==> src/rtl/node_route_pkg.sv <==
package node_route_pkg;
  typedef enum logic [1:0] {
    RT_IDLE  = 2'd0,
    RT_SOUTH = 2'd1,
    RT_EAST  = 2'd2
  } route_e;
endpackage

==> src/rtl/node_slot_timer.sv <==
module node_slot_timer #(
  parameter int SLOT_TICKS = 257,
  parameter int SAMPLE_AT  = 2,
  parameter int GATE_ON    = 6,
  parameter int GATE_OFF   = 251
) (
  input  logic clk,
  input  logic rst_n,
  output logic sample_stb,
  output logic gate_win
);
  localparam int TW = $clog2(SLOT_TICKS);
  localparam logic [TW-1:0] T_LAST   = TW'(SLOT_TICKS - 1);
  localparam logic [TW-1:0] T_SAMPLE = TW'(SAMPLE_AT);
  localparam logic [TW-1:0] T_OPEN   = TW'(GATE_ON - 1);
  localparam logic [TW-1:0] T_CLOSE  = TW'(GATE_OFF - 1);

  logic [TW-1:0] tick_q, tick_d;
  logic          win_q, win_d;

  always_comb begin
    tick_d = (tick_q == T_LAST) ? '0 : tick_q + 1'b1;
    win_d  = win_q;
    if (tick_q == T_OPEN)       win_d = 1'b1;
    else if (tick_q == T_CLOSE) win_d = 1'b0;
  end

  always_ff @(posedge clk or negedge rst_n) begin
    if (!rst_n) begin
      tick_q <= '0;
      win_q  <= 1'b0;
    end else begin
      tick_q <= tick_d;
      win_q  <= win_d;
    end
  end

  assign sample_stb = (tick_q == T_SAMPLE);
  assign gate_win   = win_q;
endmodule

==> src/rtl/node_route_decide.sv <==
module node_route_decide
  import node_route_pkg::*;
#(
  parameter int HT_BITS  = 2,
  parameter int ANG_BITS = 2,
  parameter int CYL      = 1,
  parameter int HEIGHT   = 2,
  parameter int ANGLE    = 1,
  localparam int HDR_W   = HT_BITS + ANG_BITS
) (
  input  logic             frame,
  input  logic [HDR_W-1:0] hdr,
  input  logic             defl_in,
  output route_e           route
);
  localparam logic [HT_BITS-1:0]  HT_VAL  = HT_BITS'(HEIGHT);
  localparam logic [ANG_BITS-1:0] ANG_VAL = ANG_BITS'(ANGLE);

  logic addr_ok;
  logic unused_hdr;
  assign unused_hdr = ^hdr;

  generate
    if (CYL < HT_BITS) begin : g_stage
      // outer cylinder: one address bit, taken from the top down
      assign addr_ok = (hdr[HDR_W-1-CYL] == HT_VAL[HT_BITS-1-CYL]);
    end else begin : g_inner
      // innermost cylinder: whole angle field against this node's angle
      assign addr_ok = (hdr[ANG_BITS-1:0] == ANG_VAL);
    end
  endgenerate

  always_comb begin
    if (!frame)                  route = RT_IDLE;
    else if (addr_ok && !defl_in) route = RT_SOUTH;
    else                          route = RT_EAST;
  end
endmodule

==> src/rtl/node_route_ctrl.sv <==
module node_route_ctrl
  import node_route_pkg::*;
#(
  parameter int HT_BITS    = 2,
  parameter int ANG_BITS   = 2,
  parameter int CYL        = 1,
  parameter int HEIGHT     = 2,
  parameter int ANGLE      = 1,
  parameter int SLOT_TICKS = 257,
  parameter int SAMPLE_AT  = 2,
  parameter int GATE_ON    = 6,
  parameter int GATE_OFF   = 251,
  localparam int HDR_W     = HT_BITS + ANG_BITS
) (
  input  logic             clk,
  input  logic             rst_n,
  input  logic             n_frame,
  input  logic [HDR_W-1:0] n_hdr,
  input  logic             w_frame,
  input  logic [HDR_W-1:0] w_hdr,
  input  logic             defl_in,
  output logic             gate_s,
  output logic             gate_e,
  output logic             defl_out,
  output logic             proto_err
);
  logic [1:0] rst_sync_q;
  logic       rst_sync_n;

  always_ff @(posedge clk or negedge rst_n) begin
    if (!rst_n) rst_sync_q <= 2'b00;
    else        rst_sync_q <= {rst_sync_q[0], 1'b1};
  end
  assign rst_sync_n = rst_sync_q[1];

  logic sample_stb, gate_win;

  node_slot_timer #(
    .SLOT_TICKS(SLOT_TICKS), .SAMPLE_AT(SAMPLE_AT),
    .GATE_ON(GATE_ON), .GATE_OFF(GATE_OFF)
  ) u_timer (
    .clk(clk), .rst_n(rst_sync_n),
    .sample_stb(sample_stb), .gate_win(gate_win)
  );

  // north wins the input mux; a collision is flagged, not resolved
  logic             sel_frame;
  logic [HDR_W-1:0] sel_hdr;
  assign sel_frame = n_frame | w_frame;
  assign sel_hdr   = n_frame ? n_hdr : w_hdr;

  route_e route_nx;

  node_route_decide #(
    .HT_BITS(HT_BITS), .ANG_BITS(ANG_BITS), .CYL(CYL),
    .HEIGHT(HEIGHT), .ANGLE(ANGLE)
  ) u_decide (
    .frame(sel_frame), .hdr(sel_hdr), .defl_in(defl_in), .route(route_nx)
  );

  route_e dec_q, dec_d;
  logic   err_q, err_d;

  always_comb begin
    dec_d = dec_q;
    err_d = err_q;
    if (sample_stb) begin
      dec_d = route_nx;
      err_d = n_frame & w_frame;
    end
  end

  always_ff @(posedge clk or negedge rst_sync_n) begin
    if (!rst_sync_n) begin
      dec_q <= RT_IDLE;
      err_q <= 1'b0;
    end else begin
      dec_q <= dec_d;
      err_q <= err_d;
    end
  end

  assign gate_s    = gate_win && (dec_q == RT_SOUTH);
  assign gate_e    = gate_win && (dec_q == RT_EAST);
  assign defl_out  = (dec_q == RT_EAST);
  assign proto_err = err_q;
endmodule

==> config.mk <==
export PLATFORM = sky130hd
export DESIGN_NAME = node_route_ctrl
export DESIGN_NICKNAME = d
export VERILOG_FILES = /design/src/rtl/node_route_pkg.sv /design/src/rtl/node_slot_timer.sv /design/src/rtl/node_route_decide.sv /design/src/rtl/node_route_ctrl.sv
export SDC_FILE = /design/constraint.sdc
export NUM_CORES = 1
export LEC_CHECK = 0
export CAP_MARGIN = 5
export CORE_MARGIN = 4
export CORE_UTILIZATION = 42
export CTS_CLUSTER_DIAMETER = 50
export CTS_CLUSTER_SIZE = 25
export DETAILED_ROUTE_END_ITERATION = 8
export GPL_TIMING_DRIVEN = 0
export HOLD_SLACK_MARGIN = 0.08
export PLACE_DENSITY = 0.73
export SKIP_LAST_GASP = 1
export SLEW_MARGIN = 20
export SYNTH_ARGS = -nofsm -noshare
export SYNTH_HDL_FRONTEND = slang
export SYNTH_SLANG_ARGS = --single-unit
==> constraint.sdc <==
create_clock -name clk -period 0.8 [get_ports clk]
set_input_delay 0.16 -clock clk [delete_from_list [all_inputs] [get_ports clk]]
set_output_delay 0.16 -clock clk [all_outputs]
set_load 0.1 [all_outputs]
[Word level (Yosys, flattened, before mapping)]
Cells that the tools add are included.
Storage, ports and cells
  flip-flop bits (word level): 15
  latch bits: 0
  bits in writable memories: 0
  memory bits (read-only): 0
  input port bits: 13
  output and inout bits: 4
  memories: 0
Operators by class
  $add $sub $neg: 1
  multipliers: 0
  divide/modulo/power cells: 0
  magnitude comparators: 0
  eq/ne operators: 6
  shifts and indexed selects: 0
  muxes and demuxes: 6
  bitwise logic cells: 3
  reduce and logical (&&, ||, !) cells: 5
Operators with widths (count)
  $add 9x1->9 const B: 1
  $eq 9x2->1 const B: 1
  $eq 9x3->1 const B: 1
  $eq 9x8->1 const B: 1
  $eq 9x9->1 const B: 1
  $mux 9: 1
  $mux 2: 2
  $logic_and 1x1->1: 3
  $mux 3: 1
  $eq 2x1->1 const B: 1
  $eq 2x2->1 const B: 1
  $mux 1: 2
  $reduce_bool 2->1: 1
  $and 1x1->1: 1
  $logic_not 1->1: 1
  $not 1->1: 1
  $or 1x1->1: 1

[Depth between registers and ports, before layout]
Gate-level depths: netlist of run 1.
  word-level depth: 5
  gate-level depth with buffers: 5

[By module]
From an unflattened synthesis of run 1, not the netlist that was laid out.
Unflattened totals
  cell total of the unflattened synthesis: 73
  area total of the unflattened synthesis: 769.5 µm²
Modules (own cells, without submodules)
  node_slot_timer: times used 1, cells an instance 51, area an instance 513.0 µm², sequential area each 250.2 µm²
  node_route_ctrl: times used 1, cells an instance 20, area an instance 236.5 µm², sequential area each 125.1 µm²
  node_route_decide: times used 1, cells an instance 2, area an instance 20.0 µm², sequential area each 0.0 µm²

[Worst setup path after synthesis of run 1]
OpenSTA, ideal clock, no wires.
  path kind: reg2out
  start point: reg dec_q[0]
  end point: out gate_e
  data arrival time: 2.656 ns
  slack: -2.016 ns
  cell stages (with the launch flop): 3
  buffers on the path: 0
  path through: dfrtp_1 -> nor2b_1 -> and2_1
On the way
  word-level cells in the longest chain between the ends: 2
Ends and longest elaborated chain
  start, declared: line node_route_ctrl.sv:61  | route_e dec_q, dec_d;
  start signal, assigned: line node_route_ctrl.sv:75  | dec_q <= RT_IDLE;
  start signal, assigned: line node_route_ctrl.sv:78  | dec_q <= dec_d;
  $eq 2x2->1
  net defl_out: line node_route_ctrl.sv:24  | output logic defl_out,
  $logic_and 1x1->1: line node_route_ctrl.sv:84  | assign gate_e = gate_win && (dec_q == RT_EAST);
  end, declared: line node_route_ctrl.sv:23  | output logic gate_e,
The timed path passes the listed nets, and every way through them passes these cells.

[Final worst setup path of run 1]
  start point: reg u_timer.tick_q[7]
  end point: reg dec_q[1]
On the way
  word-level cells in the longest chain between the ends: 1
Ends and longest elaborated chain
  start, declared: line node_slot_timer.sv:18  | logic [TW-1:0] tick_q, tick_d;
  start signal, assigned: line node_slot_timer.sv:33  | tick_q <= tick_d;
  $eq 9x2->1: line node_slot_timer.sv:38  | assign sample_stb = (tick_q == T_SAMPLE);
Every way passes these cells.
A chain may end at the register's enable or synchronous reset.

==> implementation parameters, run 1 <==
Parameter                              Value

Run status
  Status    finished, violations left
  Violations in the final reports    negative setup slack

Synth
  Most frequently used flop master after synthesis    dfrtp_1
  Adder-cell share of the synthesized area    6.81%
  Ys async rst share    100%
  Ranking of synthesized cells by area    dfrtp_1 (51%), ha_1 (6.8%), nor2_1 (4.6%)
  Library cell with the largest summed area after synthesis    dfrtp_1
  Count of flip-flops with a built-in enable after synthesis    0
  Combinational family with the most area after synthesis    simple AND/OR/NAND/NOR gates
  Portion of netlist area occupied by mux cells    0%
  Most frequent cell after synthesis    dfrtp_1
  Count of unique library cells instantiated by Yosys    23
  Leading post-synthesis cells by instance count    dfrtp_1 (15), nor2_1 (9), nand2_1 (6), nand3_1 (5)
  Register area share after synthesis    51.1%
  Area fraction in and, or, nand and nor cells after synthesis    24.5%
  Net count after synthesis    85
  Post-synthesis cell area    734 sq um
  FF+latch count, synth    15
  XOR/XNOR share of the synthesized area    7.16%
  Instance count of the mapped netlist    68
  Post-synthesis area per instance    10.8 sq um
  Yosys warnings    0
  Compound-cell area share of the yosys netlist    7.84%
  Top cell type's share of synthesized area    51.1%

Worst setup path
  Worst setup SP type    register
  Required time worst endpoint    1.00 ns
  Cell depth of the worst flop-to-flop path    3
  Startpoint of the worst register-to-register path    u_timer.tick_q[7]$_DFF_PN0_
  CP endpoint kind    register
  Reg2reg setup slack    -0.55 ns
  Worst Path Class, Setup    register to register
  Largest fanout of any net on the critical path    6
  Endpoint arrival time on the critical path    1.55 ns
  Endpoint of the most critical register-to-register path    dec_q[1]$_DFFE_PN0N_

STA
  Setup Viol. Count Final    16
  F_max    740 MHz
  Count of final hold-check violations    0
  Final period utilization    169%
  Max-slew violation total from the final report    0
  Crit path setup slack, layout    -0.552 ns
  RSZ-0062 raised after global routing    yes
  Minimum clock period after layout    1.35 ns
  Aggregate negative setup slack    -6.78 ns
  Smallest hold slack    0.205 ns
  Clock tree skew after final layout    0.00244 ns

Clocking
  Clock tree from TritonCTS    done
  Maximum root-to-sink buffer count    2
  Cell at the root of the clock tree    clkbuf_4
  Register clock-pin slew on the reported worst setup and hold paths    0.09 ns
  Num CTS Buffers    3
  Source-to-sink clock delay at the later pin of the worst-skew pair    0.28 ns
  CTS sink cnt    15
  Htree depth    1

Power
  Total power density per cell area    1380 mW/mm^2
  Maximum VDD drop    0.000933 V
  Reported leakage power    0.451 nW

Drt
  Antenna Violating Nets Remaining    0
  Number of design rule violations left after detail routing    0
  Total via count after detailed routing    538
  Number of optimization iterations in the first detailed-route pass    4
  Number of design-rule violations left by the first detailed-router iteration    9
  Vias per Instance    5.03
  Routed length per placed instance    13.7 um
  Total wire length after detailed routing    1460 um

GRT
  Antenna violations before repair    0
  Overall track demand over capacity in global routing    13.6%
  Largest net degree at the start of global routing    14
  Grt total ovfl    0
  Via count of the first global-routing pass    577
  Global-route wire length before repair    2510 um

Placed design
  RePlAce Congestion    0.771
  Worst slack at placement    -1.14 ns
  Sum of net half-perimeters after detailed placement    980 um
  Buffers on Ports    10

Hold path
  Path type of the worst min-delay path    register to asynchronous set/reset pin

Cells and area
  Diodes inserted    0
  Syn-to-layout area delta    48.0%
  Fraction of layout cells with a size suffix above 1    42.9%
  Number of nets in the layout    109

Floorplanning
  Area of the core region    0.00158 sq mm
  Vertical extent of the die    49.8 um
  Starting Density    46.6%
  Die Span X    49.8 um
  IO Count    17
  Cell Rows    14
  Total Die Area    0.00248 sq mm

Job
  Max cap viols    0
## stage by stage
stage	area, sq um	instances	total power (W)	utilization (%)
2_1_floorplan	761	68	0.000966	-
3_3_place_gp	881	94	0.00104	55.9
3_5_place_dp	881	94	0.00104	55.9
4_1_cts	1030	105	0.00153	65.1
5_1_grt	1090	107	0.00160	69.0
6_report	1090	107	0.00150	69.0
## flip-flops by register name, indices dropped and copies added, names as in the netlist
| register | cells |
|---|---|
| rst_sync_q | 2 |
| proto_err | 1 |
| dec_q | 2 |
| u_timer.gate_win | 1 |
| u_timer.tick_q | 9 |
## final cells by class
class	instances	area, sq um
inverters	4	15.0
fillers	118	489
repair buffers	19	221
multi-input cells	49	418
well taps	16	20.0
flip-flops and latches	15	385
clock buffers	3	22.5
clock inverters	1	5.00
## logic make-up after synthesis
family,Yosys count
AND/OR/NAND/NOR,30
other,1
AO/OA/AOI/OAI,8
XOR/XNOR,6
adder cells (fa/ha/maj),4
buffers and inverters,4
flip-flops,15
## metal layers
metal / share of wire, % / up-vias / global-route usage [%] / routed length, um
met4: 0 / 0 / 2.76 / 0
met2: 55 / 9 / 23.3 / 803
met3: 3.8 / 0 / 6.33 / 56
met1: 41 / 254 / 15.2 / 600
met5: 0 / - / 0 / 0
li1: - / 275 / - / -
## cell usage in the layout, fill, tap and decap left out, drive strengths merged, types with 2 or more instances in the layout
master / instances
clkbuf: 3
nor2b: 3
nand2: 6
ha: 4
nor2: 9
dfrtp: 15
nand3: 5
nand4: 2
clkdlybuf4s50: 6
o21ai: 4
buf: 12
xor2: 3
inv: 4
xnor2: 3
## worst max-delay path: stages, from the launching register on
cell and delay [ns]:
dfrtp_1 0.42, nor4_4 0.42, nand4_4 0.20, o31ai_2 0.23
## power breakdown
part           internal (W)  switching (W)  total, W  leakage, nW
combinational      0.000129       0.000161  0.000290        0.255
sequential         0.000774      0.0000215  0.000796        0.178
clock              0.000186       0.000234  0.000420       0.0177
total               0.00109       0.000416   0.00150        0.451
## what timing repair did
item                                   4_1_cts  5_1_grt
pin swaps                                    7        7
setup buffers                                6        2
setup endpoints to repair                   17       17
endpoints found under the hold margin        2        0
hold buffers                                 1        0
resized for setup                           43       11
## worst max path at each step
stage,start,end,slack (ns),cells after the start
detailed placement,dec_q[1]$_DFFE_PN0N_,gate_e,-1.14,3
floorplan,dec_q[0]$_DFFE_PN0N_,gate_e,-0.71,2
finish,u_timer.tick_q[7]$_DFF_PN0_,dec_q[1]$_DFFE_PN0N_,-0.55,3
CTS,u_timer.tick_q[7]$_DFF_PN0_,dec_q[1]$_DFFE_PN0N_,-0.55,3
global route,u_timer.tick_q[7]$_DFF_PN0_,dec_q[1]$_DFFE_PN0N_,-0.63,3
global placement,dec_q[1]$_DFFE_PN0N_,gate_e,-1.13,3
Note: power is estimated with default switching activity, not from simulation.
==> inputs of run 2 (changes only) <==
Settings changed: CAP_MARGIN 5 to not set, TNS_END_PERCENT set to 50.
==> implementation parameters, run 2 (same netlist as run 1, synthesis figures left out) <==
Parameter                              Value

Run status
  Status    finished, violations left
  Violations in the final reports    negative setup slack

Cells and area
  Diodes inserted    0
  Most frequent standard cell in the layout excluding fill and tap cells    dfrtp_1
  Syn-to-layout area delta    46.3%
  Fill cell instance count of the final layout    117
  Number of nets in the layout    108
  Most used cells in the layout excluding fill and tap cells    dfrtp_1 (13), nand2_1 (6), clkdlybuf4s50_1 (6), buf_4 (6), buf_12 (5)
  Largest register FFs    9
  Largest register by flop count    u_timer.tick_q
  Largest registers    u_timer.tick_q x9, dec_q x2, rst_sync_q x2
  Final non-filler cell total    106
  Fraction of layout cells with a size suffix above 1    36.7%

STA
  RSZ-0062 raised after global routing    yes
  Worst rel slew slack    65.4%
  Setup Viol. Count Final    17
  Crit path setup slack, layout    -0.516 ns
  Slew of the pin with the lowest slew margin    0.519 ns
  Count of final hold-check violations    0
  Clock tree skew after final layout    0.00280 ns
  Final period utilization    165%
  Minimum clock period after layout    1.32 ns
  Max-slew violation total from the final report    0
  F_max    760 MHz

Floorplanning
  IO Count    17
  Vertical extent of the die    49.8 um
  Area of the core region    0.00158 sq mm
  Die Span X    49.8 um
  Starting Density    46.6%
  Cell Rows    14
  Total Die Area    0.00248 sq mm

Worst setup path
  Cell depth of the worst flop-to-flop path    5
  CP endpoint kind    register
  Worst Path Class, Setup    register to register
  Largest fanout of any net on the critical path    6
  Worst setup SP type    register
  Required time worst endpoint    0.97 ns
  Endpoint arrival time on the critical path    1.49 ns

Clocking
  Register clock-pin slew on the reported worst setup and hold paths    0.09 ns
  Maximum root-to-sink buffer count    2
  Htree depth    1
  Clock tree from TritonCTS    done
  Source-to-sink clock delay at the later pin of the worst-skew pair    0.28 ns
  Num CTS Buffers    3
  CTS sink cnt    15
  Cell at the root of the clock tree    clkbuf_4

Power
  Logic gate share of total power    19.1%
  Switching power share of the total    28.5%
  Proportion of power drawn by the clock network    28.6%
  Switching power of the nets    0.000433 W
  Total power    0.00152 W
  Part of the power in registers    52.3%
  Reported leakage power    0.462 nW
  Maximum VDD drop    0.00117 V
  Total power density per cell area    1410 mW/mm^2
  Internal Dissipation    0.00109 W

GRT
  Antenna violations before repair    0
  Largest net degree at the start of global routing    14
  Grt total ovfl    0
  Via count of the first global-routing pass    552
  Overall track demand over capacity in global routing    13.2%
  Global-route wire length before repair    2420 um

Job
  Max cap viols    0

Drt
  Total wire length after detailed routing    1480 um
  Total via count after detailed routing    561
  Antenna Violating Nets Remaining    0
  Number of design rule violations left after detail routing    0
  Number of design-rule violations left by the first detailed-router iteration    16
  Vias per Instance    5.29
  Number of optimization iterations in the first detailed-route pass    4
  Routed length per placed instance    14.0 um

Placed design
  Placed cells    94
  Buffers on Ports    10
  RePlAce Congestion    0.728

Hold path
  Path type of the worst min-delay path    register to asynchronous set/reset pin
[run 2: cell count changes in the layout (fill, tap and decap cells not counted), sizes merged]
| cell | before | now |
|---|---|---|
| buf | 12 | 11 |
[run 2: critical path: stages, from the launching register on]
cell     delay (ns)
dfrtp_2        0.44
nor4_4         0.32
buf_4          0.18
nand4_4        0.10
nand2_1        0.11
o31ai_2        0.06
[run 2: final timing paths]
| check | from | end | slack, ns |
|---|---|---|---|
| worst min register to register | rst_sync_q[1]$_DFF_PN0_ | proto_err$_DFFE_PN0N_ | 0.21 |
| worst min-delay path | rst_sync_q[1]$_DFF_PN0_ | proto_err$_DFFE_PN0N_ | 0.21 |
| worst max-delay path | u_timer.tick_q[4]$_DFF_PN0_ | dec_q[1]$_DFFE_PN0N_ | -0.52 |
| min in group clk | rst_sync_q[0]$_DFF_PN0_ | rst_sync_q[1]$_DFF_PN0_ | 0.36 |
| worst max register to register | u_timer.tick_q[4]$_DFF_PN0_ | dec_q[1]$_DFFE_PN0N_ | -0.52 |
| max in group asynchronous | rst_n | rst_sync_q[1]$_DFF_PN0_ | 0.13 |
[run 2: area by class of cell]
cell class | instances | area, sq um | share of cell area, %
inverters | 4 | 15.0 | 1.40
clock inverters | 1 | 5.00 | 0.466
repair buffers | 18 | 215 | 20.0
clock buffers | 3 | 22.5 | 2.10
flip-flops and latches | 15 | 378 | 35.2
multi-input cells | 49 | 419 | 39.0
well taps | 16 | 20.0 | 1.86
[run 2: timing repair]
action / 4_1_cts / 5_1_grt
endpoints found under the hold margin: 2 / 0
pin swaps: 4 / 5
cloned: 0 / 0
gates resized for setup: 38 / 13
setup buffers: 5 / 2
hold buffers: 1 / 0
endpoints found under the setup margin: 17 / 17
[run 2: power groups by stage]
stage,combinational (W),clock [W],sequential (W)
after global placement,0.000222,0,0.000811
after CTS,0.000286,0.000450,0.000796
after floorplan,0.000139,0,0.000825
after detailed placement,0.000224,0,0.000812
final,0.000290,0.000434,0.000794
after global routing,0.000302,0.000497,0.000800
[run 2: through the flow]
stage / utilization [%] / hold WS (ns) / instance area [sq um] / worst slack (ns) / setup TNS (ns)
after global placement: 55.2 / 0.234 / 870 / -1.13 / -8.82
after CTS: 62.7 / 0.246 / 988 / -0.525 / -6.28
after floorplan: - / -0.136 / 749 / -0.715 / -5.57
final: 68.2 / 0.215 / 1070 / -0.516 / -6.73
after global routing: 68.2 / 0.279 / 1070 / -0.584 / -7.75
after detailed placement: 55.2 / 0.245 / 870 / -1.14 / -9.06
[run 2: metal layers]
metal  track usage, %  up-vias  part of all wire (%)
met5                0        -                     0
met4             5.53        0                  0.81
met3             4.52        2                   1.8
met2             23.1        9                    56
met1             14.2      273                    41
li1                 -      277                     -
==> inputs of run 3 (changes only) <==
Settings changed: CORE_UTILIZATION 42 to 47, HOLD_SLACK_MARGIN 0.08 to 0.06, PLACE_DENSITY 0.73 to 0.77.
Clock period 0.8 ns to 1.45 ns, I/O delays scaled along.
==> implementation parameters, run 3 (same netlist as run 1, synthesis figures left out) <==
Parameter                              Value

Clocking
  Num CTS Buffers    3
  Register clock-pin slew on the reported worst setup and hold paths    0.09 ns
  Clock tree from TritonCTS    done
  Source-to-sink clock delay at the later pin of the worst-skew pair    0.28 ns
  Htree depth    1
  Count of hold buffers inserted by post-cts repair    0
  Maximum root-to-sink buffer count    2
  Cell at the root of the clock tree    clkbuf_4
  CTS sink cnt    15
  Post-CTS Repair Setup Buffers    0

STA
  Minimum clock period after layout    1.44 ns
  Clock tree skew after final layout    0.00809 ns
  Aggregate negative setup slack    0 ns
  Smallest hold slack    0.159 ns
  Count of final hold-check violations    0
  Slew of the pin with the lowest slew margin    0.531 ns
  Max-slew violation total from the final report    0
  F_max    694 MHz
  Worst rel slew slack    64.6%
  Final period utilization    99.4%
  RSZ-0062 raised after global routing    yes
  Setup Viol. Count Final    0

Drt
  Total wire length after detailed routing    1170 um
  Routed length per placed instance    11.9 um
  Antenna Violating Nets Remaining    0
  Number of design-rule violations left by the first detailed-router iteration    8
  Total via count after detailed routing    510
  Number of optimization iterations in the first detailed-route pass    4
  Vias per Instance    5.20
  Number of design rule violations left after detail routing    0

Power
  Total power density per cell area    881 mW/mm^2
  Maximum VDD drop    0.000593 V
  Reported leakage power    0.399 nW
  Total power    0.000801 W

Cells and area
  Most used cells in the layout excluding fill and tap cells    dfrtp_1 (15), nor2_1 (7), nand2_1 (6), clkdlybuf4s50_1 (6)
  Number of nets in the layout    100
  Largest registers    u_timer.tick_q x9, dec_q x2, rst_sync_q x2
  Largest register FFs    9
  Largest register by flop count    u_timer.tick_q
  Fraction of layout cells with a size suffix above 1    19.5%
  Diodes inserted    0
  Most frequent standard cell in the layout excluding fill and tap cells    dfrtp_1
  Syn-to-layout area delta    23.9%
  Final non-filler cell total    98
  Util after Layout    61.1%

Worst setup path
  Startpoint of the worst register-to-register path    u_timer.tick_q[5]$_DFF_PN0_
  CP endpoint kind    primary output
  Required time worst endpoint    1.16 ns
  Endpoint of the most critical register-to-register path    dec_q[1]$_DFFE_PN0N_
  Endpoint arrival time on the critical path    1.15 ns
  Worst Path Class, Setup    register to primary output
  Cell depth of the worst flop-to-flop path    3
  Largest fanout of any net on the critical path    3
  Worst setup SP type    register
  Reg2reg setup slack    0.09 ns

Floorplanning
  IO Count    17
  Starting Density    49.3%
  Die Span X    47.5 um
  Vertical extent of the die    47.5 um
  Total Die Area    0.00226 sq mm
  Area of the core region    0.00149 sq mm
  Cell Rows    14

GRT
  Largest net degree at the start of global routing    14
  Antenna violations before repair    0
  Overall track demand over capacity in global routing    12.5%
  Via count of the first global-routing pass    492
  Grt total ovfl    0
  Global-route wire length before repair    1950 um

Placed design
  Sum of net half-perimeters after detailed placement    898 um
  Buffers on Ports    10
  Placed cells    94
  RePlAce Congestion    0.705

Hold path
  Path type of the worst min-delay path    input pin to asynchronous set/reset pin

Run status
  Status    completed

Job
  Max cap viols    0
## run 3: where the power goes
part | total (W) | switching, W | leakage [nW] | internal (W)
Clock | 0.000233 | 0.000127 | 0.0150 | 0.000107
Sequential | 0.000439 | 0.0000125 | 0.185 | 0.000426
Combinational | 0.000129 | 0.0000830 | 0.198 | 0.0000465
## run 3: worst max path at each step
stage	startpoint	to	depth (start not counted)
global placement	dec_q[1]$_DFFE_PN0N_	gate_e	3
floorplan	dec_q[0]$_DFFE_PN0N_	gate_e	2
finish	dec_q[1]$_DFFE_PN0N_	gate_e	3
global route	dec_q[1]$_DFFE_PN0N_	gate_e	3
CTS	dec_q[1]$_DFFE_PN0N_	gate_e	3
detailed placement	dec_q[1]$_DFFE_PN0N_	gate_e	3
## run 3: per-layer routing
metal | part of all wire, % | up-vias | track usage (%)
met5 | 0 | - | 0
met4 | 1.2 | 0 | 6.45
met3 | 4.1 | 2 | 3.38
met2 | 50 | 7 | 19.3
met1 | 45 | 243 | 15.9
li1 | - | 258 | -
## run 3: critical path, cell delays in order (launching register included)
cell	delay, ns
dfrtp_1	0.40
nor2b_4	0.16
and2_4	0.15
buf_12	0.16
## run 3: layout make-up
cell class                 instances  area [sq um]
fill                             121           579
sequential                        15           375
multi-input combinational         49           369
timing repair buffer              10           104
clock buffer                       4          26.3
tap                               16          20.0
inverter                           4          15.0
## run 3: through the flow
stage / instance area [sq um] / worst slack (ns)
floorplan: 747 / -0.195
global placement: 867 / -0.609
detailed placement: 867 / -0.633
CTS: 885 / -0.114
global route: 910 / -0.0553
finish: 910 / 0.00857
## run 3: what timing repair did
action	4_1_cts	5_1_grt
endpoints found under the setup margin	4	8
pin swaps	0	2
resized for setup	20	11
